[src/rtl/dma_pkg.sv]
package dma_pkg;
  typedef struct packed {
    logic wrSeg;
    logic wrNib;
    logic restart;
    logic unitDone;
    logic blockEnd;
    logic hiPhase;
    logic upBeat;
    logic flipMsb;
  } dmaStrobe_t;

  localparam logic [1:0] SEL_CTRL = 2'd0;
  localparam logic [1:0] SEL_SEG  = 2'd1;
  localparam logic [1:0] SEL_NIB  = 2'd2;
endpackage

[src/rtl/dma_ctrl.sv]
module dma_ctrl
  import dma_pkg::*;
(
  input  logic       clk,
  input  logic       rstN,
  input  logic       wide16,
  input  logic       regWrEn,
  input  logic [1:0] regSel,
  input  logic [7:0] ctrlWrData,
  input  logic       ctrlRdEn,
  output logic [7:0] ctrlRdData,
  input  logic       hostInValid,
  output logic       hostInReady,
  output logic       hostOutValid,
  input  logic       hostOutReady,
  input  logic       tcIn,
  output logic       dmaIrq,
  output dmaStrobe_t strobe
);
  logic [7:0] ctrlReg, ctrlNext;
  logic       tcPend, hiPhase, beat, unitDone, blockEnd, ctrlWr, lowByte;

  assign ctrlWr       = regWrEn && (regSel == SEL_CTRL);
  assign hostInReady  = ctrlReg[0] && !ctrlReg[1];
  assign hostOutValid = ctrlReg[0] && ctrlReg[1];
  assign beat         = (hostInValid && hostInReady) || (hostOutValid && hostOutReady);
  assign unitDone     = beat && (!wide16 || hiPhase);
  assign blockEnd     = unitDone && tcIn;
  assign lowByte      = !wide16 || !hiPhase;
  assign ctrlRdData   = ctrlReg | {1'b0, tcPend, 3'b000, wide16, 2'b00};
  assign dmaIrq       = tcPend;

  always_comb begin
    ctrlNext = ctrlReg;
    if (ctrlRdEn) begin
      ctrlNext[2] = 1'b0;
      ctrlNext[6] = 1'b0;
    end
    if (blockEnd) ctrlNext[0] = 1'b0;
    if (ctrlWr)   ctrlNext = ctrlWrData;
  end

  always_ff @(posedge clk) begin
    if (!rstN) begin
      ctrlReg <= '0;
      tcPend  <= 1'b0;
      hiPhase <= 1'b0;
    end else begin
      ctrlReg <= ctrlNext;
      if (blockEnd && ctrlReg[5]) tcPend <= 1'b1;
      else if (ctrlRdEn)          tcPend <= 1'b0;
      if (ctrlWr || !wide16) hiPhase <= 1'b0;
      else if (beat)         hiPhase <= !hiPhase;
    end
  end

  always_comb begin
    strobe          = '0;
    strobe.wrSeg    = regWrEn && (regSel == SEL_SEG);
    strobe.wrNib    = regWrEn && (regSel == SEL_NIB);
    strobe.restart  = ctrlWr;
    strobe.unitDone = unitDone;
    strobe.blockEnd = blockEnd;
    strobe.hiPhase  = hiPhase;
    strobe.upBeat   = hostInValid && hostInReady;
    strobe.flipMsb  = ctrlReg[7] && !ctrlReg[1] && !(lowByte && ctrlReg[6]);
  end
endmodule

[src/rtl/dma_datapath.sv]
module dma_datapath
  import dma_pkg::*;
#(
  parameter int SEG_W  = 16,
  parameter int NIB_W  = 4,
  parameter int DATA_W = 8,
  localparam int ADDR_W = SEG_W + NIB_W
) (
  input  logic              clk,
  input  logic              rstN,
  input  logic              wide16,
  input  logic [SEG_W-1:0]  regWrData,
  input  dmaStrobe_t        strobe,
  input  logic [DATA_W-1:0] hostInData,
  output logic [DATA_W-1:0] hostOutData,
  output logic [ADDR_W-1:0] memAddr,
  output logic              memWrEn,
  output logic [DATA_W-1:0] memWrData,
  input  logic [DATA_W-1:0] memRdData
);
  localparam logic [ADDR_W-1:0] HiMask  = {2'b11, {(ADDR_W-2){1'b0}}};
  localparam logic [ADDR_W-1:0] MidMask = ADDR_W'((1 << (ADDR_W-3)) - 1) & ~ADDR_W'((1 << NIB_W) - 1);

  logic [SEG_W-1:0]  segReg;
  logic [NIB_W-1:0]  nibReg;
  logic [ADDR_W-1:0] unitCnt, unitsDone, linear, base, offs;

  assign unitsDone = unitCnt + ADDR_W'(1);
  assign linear    = {segReg, {NIB_W{1'b0}}} + ADDR_W'(nibReg);
  assign base      = wide16 ? ((linear & HiMask) + ((linear & MidMask) << 1)) : linear;
  assign offs      = wide16 ? {unitCnt[ADDR_W-2:0], strobe.hiPhase} : unitCnt;
  assign memAddr   = base + offs;
  assign memWrEn   = strobe.upBeat;
  assign memWrData = hostInData ^ {strobe.flipMsb, {(DATA_W-1){1'b0}}};
  assign hostOutData = memRdData;

  always_ff @(posedge clk) begin
    if (!rstN) begin
      segReg  <= '0;
      nibReg  <= '0;
      unitCnt <= '0;
    end else begin
      if (strobe.wrSeg) segReg <= regWrData;
      else if (strobe.blockEnd) segReg <= segReg + unitsDone[ADDR_W-1:NIB_W];
      if (strobe.wrNib) nibReg <= regWrData[NIB_W-1:0];
      else if (strobe.blockEnd) nibReg <= nibReg + unitsDone[NIB_W-1:0];
      if (strobe.restart || strobe.blockEnd) unitCnt <= '0;
      else if (strobe.unitDone) unitCnt <= unitsDone;
    end
  end
endmodule

[src/rtl/dma_engine.sv]
module dma_engine
  import dma_pkg::*;
#(
  parameter int SEG_W  = 16,
  parameter int NIB_W  = 4,
  parameter int DATA_W = 8,
  localparam int ADDR_W = SEG_W + NIB_W
) (
  input  logic              clk,
  input  logic              rstN,
  input  logic              wide16,
  input  logic              regWrEn,
  input  logic [1:0]        regSel,
  input  logic [SEG_W-1:0]  regWrData,
  input  logic              ctrlRdEn,
  output logic [7:0]        ctrlRdData,
  input  logic              hostInValid,
  input  logic [DATA_W-1:0] hostInData,
  output logic              hostInReady,
  output logic              hostOutValid,
  output logic [DATA_W-1:0] hostOutData,
  input  logic              hostOutReady,
  input  logic              tcIn,
  output logic [ADDR_W-1:0] memAddr,
  output logic              memWrEn,
  output logic [DATA_W-1:0] memWrData,
  input  logic [DATA_W-1:0] memRdData,
  output logic              dmaIrq
);
  dmaStrobe_t strobe;

  dma_ctrl u_ctrl (
    .clk(clk), .rstN(rstN), .wide16(wide16), .regWrEn(regWrEn), .regSel(regSel),
    .ctrlWrData(regWrData[7:0]), .ctrlRdEn(ctrlRdEn), .ctrlRdData(ctrlRdData),
    .hostInValid(hostInValid), .hostInReady(hostInReady), .hostOutValid(hostOutValid),
    .hostOutReady(hostOutReady), .tcIn(tcIn), .dmaIrq(dmaIrq), .strobe(strobe)
  );

  dma_datapath #(.SEG_W(SEG_W), .NIB_W(NIB_W), .DATA_W(DATA_W)) u_dp (
    .clk(clk), .rstN(rstN), .wide16(wide16), .regWrData(regWrData), .strobe(strobe),
    .hostInData(hostInData), .hostOutData(hostOutData), .memAddr(memAddr),
    .memWrEn(memWrEn), .memWrData(memWrData), .memRdData(memRdData)
  );
endmodule

[config.mk]
export PLATFORM = sky130hd
export DESIGN_NAME = dma_engine
export DESIGN_NICKNAME = d
export VERILOG_FILES = /design/src/rtl/dma_pkg.sv /design/src/rtl/dma_ctrl.sv /design/src/rtl/dma_datapath.sv /design/src/rtl/dma_engine.sv
export SDC_FILE = /design/constraint.sdc
export NUM_CORES = 1
export LEC_CHECK = 0
export BUFFER_PORTS_ARGS = -buffer_cell sky130_fd_sc_hd__buf_2
export CAP_MARGIN = 20
export CORE_MARGIN = 10
export CORE_UTILIZATION = 62
export CTS_CLUSTER_SIZE = 24
export DETAILED_ROUTE_END_ITERATION = 10
export PLACE_DENSITY = 0.88
export SYNTH_ARGS = -nofsm -noshare
export SYNTH_HDL_FRONTEND = slang
export SYNTH_SLANG_ARGS = --single-unit
[constraint.sdc]
create_clock -name clk -period 6.3 [get_ports clk]
set_input_delay 0.945 -clock clk [delete_from_list [all_inputs] [get_ports clk]]
set_output_delay 0.945 -clock clk [all_outputs]
set_load 0.005 [all_outputs]
# == Word-level counts from Yosys, hierarchy flattened ==
# Index checks and enable logic that the tools add are counted.
# totals
ff_bits,50
inputBits,42
output_inout_bits,48
# classes
add_sub_neg,6
n_eq_ne,2
muxes,10
bitwise,3
n_reduce_logical,30
# op_table
cell,n
$mux W20,2
$mux W16,2
$add A20 B1 Y20 const B,1
$add A20 B18 Y20,1
$add A20 B20 Y20,1
$add A20 B4 Y20,1
$add A16 B16 Y16,1
$logic_and A1 B1 Y1,13
$reduce_bool A2 Y1,5
$mux W4,2
$or A8 B7 Y8,1
$xor A8 B8 Y8,1
$mux W7,1
$logic_or A1 B1 Y1,5
$add A4 B4 Y4,1
$logic_not A1 Y1,4
$reduce_or A2 Y1,2
$mux W1,3
$eq A2 B1 Y1 const B,1
$eq A2 B2 Y1 const B,1
$logic_not A2 Y1,1
$not A1 Y1,1

# == Depth between registers and ports, before layout ==
# depth
depth_word,8
ltp_mapped,13

# == Cells and area by module ==
# Synthesis repeated with hierarchy kept, for this count alone.
# unflattened
hier_cells,614
hier_area_um2,4923.5
# by_module_without_submodules
mod,n_inst,cells_each,area_each_um2,seq_area_each_um2
dma_datapath,1,544,4344.2,800.8
dma_ctrl,1,70,579.3,200.2

# == Worst setup path after synthesis ==
# Ideal clock, no wire load.
# synth_timing
path_kind,input to output
from,input wide16
to,output memAddr[12]
arrival_ns,3.753
t_required_ns,5.355
slack_ns,1.602
stages,11
path_buffers,2
cell_sequence,clkbuf_1 clkbuf_1 mux2_2 fa_1 a21o_1 a31oi_1 o21ai_1 o41a_1 a22o_1 o31a_1 xor2_1
# synth_via
elab_chain_cells,2
elab_cells_between_ends,3
# synth_lines
item,line_no,text
"start, declared",dma_engine.sv:11,"input logic wide16,"
$mux W20 (on tied branches),"dma_datapath.sv:30, dma_datapath.sv:31",
$add A20 B20 Y20 (*),dma_datapath.sv:32,assign memAddr = base + offs;
"end, declared",dma_engine.sv:24,"output logic [ADDR_W-1:0] memAddr,"
# Every way passes the cells marked *; elsewhere a longest branch is shown, timed or not.

# == Worst setup path in the final report ==
# Ends and elaborated chain as after synthesis.

==> results.toml <==
[flow_run]
maxCapViolCount = 0

[clock_network]
clockBufferDepth = 2
clkLatencyLatePin_ps = 310
h-tree-depth = 2
cts_sinks = 50
cts_resized = 0
postCtsHoldBufs = 0
cts_inserted_buffers = 5
cts_root_buf = "clkbuf_8"
path_clk_slew_ps = 90
cts_setup_buffers = 0
cts_tree = "built"

[yosys]
synth_top_area_frac = 0.209
syn_nets = 682
syn_inst = 596
synth_warnings = 0
synth_edf_count = 0
synth_top_area_cell = "dfxtp_1"
synth.avg_cell_area_sq_um = 8.03
synth_most_common_cell = "nand2_1"
async_flop_share = 0
synth_top_cells_by_count = "nand2_1, nor2_1, dfxtp_1"
synth_area_sq_um = 4790
synth-main-ff-cell = "dfxtp_1"
synthDistinctLibCells = 57
ys_ff_latch = 50
ys_seq_area_frac = 0.209
synthTopCellsByArea = "dfxtp_1, ha_1, mux2_2, xnor2_1, xor2_1"

[die]
ios = 90
core_sq_um = 7370
chipHeight_microns = 108
rows = 31
die_w_microns = 108
start_util = 0.649
design.die.area_sq_um = 11600

[timing]
hold_viol_final = 0
finalCritPeriodShare = 0.823
slew_violations = 0
fin_tns_setup_ps = 0
fmax_mhz = 193
hold-worst-slack_ps = 486
max-slew-margin-rel = 0.388
setup_viol = 0
rsz0062_at_grt = "no"
finalCriticalPeriod_ps = 5190
clock_skew_ps = 11.4
worst_pin_slew_ps = 916

[setup_path]
rrSetupSlack_ps = 2950
arrival_ps = 4240
crit_type = "primary input to output port"
critPathMaxFanout = 42
critPathLaunchType = "primary input"
critPathCaptureType = "output port"
crit_required_ps = 5350

[global_routing]
grt_overflow = 0
antenna_found_initial = 0
grt_pass1_vias = 4197
grt_max_degree = 43
grt_usage = 0.197
grt_pass1_wl_microns = 19600

[final_layout]
num_antenna_cells = 0
layout.nets = 698
areaGrowthSynthToFinish_pct = 5.41
final_core_util = 0.685
final_cells = 712
drive_gt1_frac = 0.179

[detailed_routing]
routedWlPerCell_microns = 16.4
firstDrtPassIters = 5
viasPerCell = 6.06
ant_nets = 0
first_iter_violations = 252
wirelength_microns = 11600
vias = 4317
route.detailed.drc = 0

[placement]
place_congestion = 0.904
dp_cells = 703
port_buffers = 59
hpwlAfterDp_microns = 9110

[power]
leakage_nw = 2.38
p_per_area_nw_per_um2 = 132
ir_worst_vdd_v = 0.0000994

[outcome]
status = "finished, final reports clean"

[hold_path]
hp-class = "flip-flop to flip-flop"
-- cells in the final DEF (no fill, tap or decap), types with 15 or more instances in the layout --
master and n:
o21ai_0 24, dfxtp_1 50, buf_2 59, nor2_1 56, xnor2_1 33, ha_1 41, nand2_1 59, xor2_1 32
nor2b_1 15, mux2_2 32, nand3_1 19, a21oi_1 25
-- layout make-up --
cell class	count	area [sq um]
fill	631	2320
inverter	11	41.3
timing repair buffer	61	308
multi-input combinational	483	3460
clock inverter	3	43.8
sequential	50	1000
tap	99	124
clock buffer	5	68.8
-- power by group --
group,leakage [nW],internal (W),switching (W)
combinational,1.91,0.0000453,0.0000562
clock,0.0585,0.000119,0.000112
sequential,0.405,0.000324,0.0000105
-- worst max-delay path, cell delays in order --
cell and delay, ps:
buf_2 620, mux2_2 450, fa_1 470, a21o_1 190, a31oi_1 230, o21ai_1 140, o41a_1 370, a22o_1 260
o31a_1 260, xor2_1 140, buf_2 140
-- metal layers --
layer / GRT usage / part of all wire / wire, microns / vias to the layer above
li1: - / - / - / 2138
met5: 0 / 0 / 0 / -
met4: 0.0487 / 0.012 / 136 / 0
met3: 0.0425 / 0.081 / 946 / 16
met2: 0.315 / 0.44 / 5070 / 192
met1: 0.263 / 0.47 / 5490 / 1971
-- registers in the layout, summed over array words and instances, names as in the netlist --
signal	flops
u_ctrl.ctrlReg	8
u_ctrl.dmaIrq	1
u_ctrl.hiPhase	1
u_dp.nibReg	4
u_dp.segReg	16
u_dp.unitCnt	20
-- per-stage QoR --
| stage | instance area (sq um) | worst slack [ps] | total power (W) |
|---|---|---|---|
| after global placement | 4930 | 1270 | 0.000438 |
| after detailed placement | 4930 | 1180 | 0.000441 |
| after global routing | 5040 | 911 | 0.000689 |
| final | 5040 | 1110 | 0.000667 |
| after CTS | 5040 | 1160 | 0.000669 |
| after floorplan | 4790 | 1600 | 0.000413 |
-- cell families (layout without fill, tap and decap cells) --
logic type,count (synthesis),after routing,synth area share
buffers and inverters,63,80,0.0682
AOI/OAI and AO/OA,124,124,0.176
xor gates and xnor gates,65,65,0.119
DFF,50,50,0.209
muxes,40,40,0.0920
adders and majority gates,44,44,0.120
and+or+nand+nor,210,210,0.215
-- final timing paths --
check,startpoint,cells past startpoint,to
max,wide16,11,memAddr[12]
min,u_ctrl.ctrlReg[4],1,u_ctrl.ctrlReg[4]
max reg2reg,u_dp.unitCnt[0],13,u_dp.segReg[11]
min reg2reg,u_ctrl.ctrlReg[4],1,u_ctrl.ctrlReg[4]
Power figures use the tool's default switching activity.
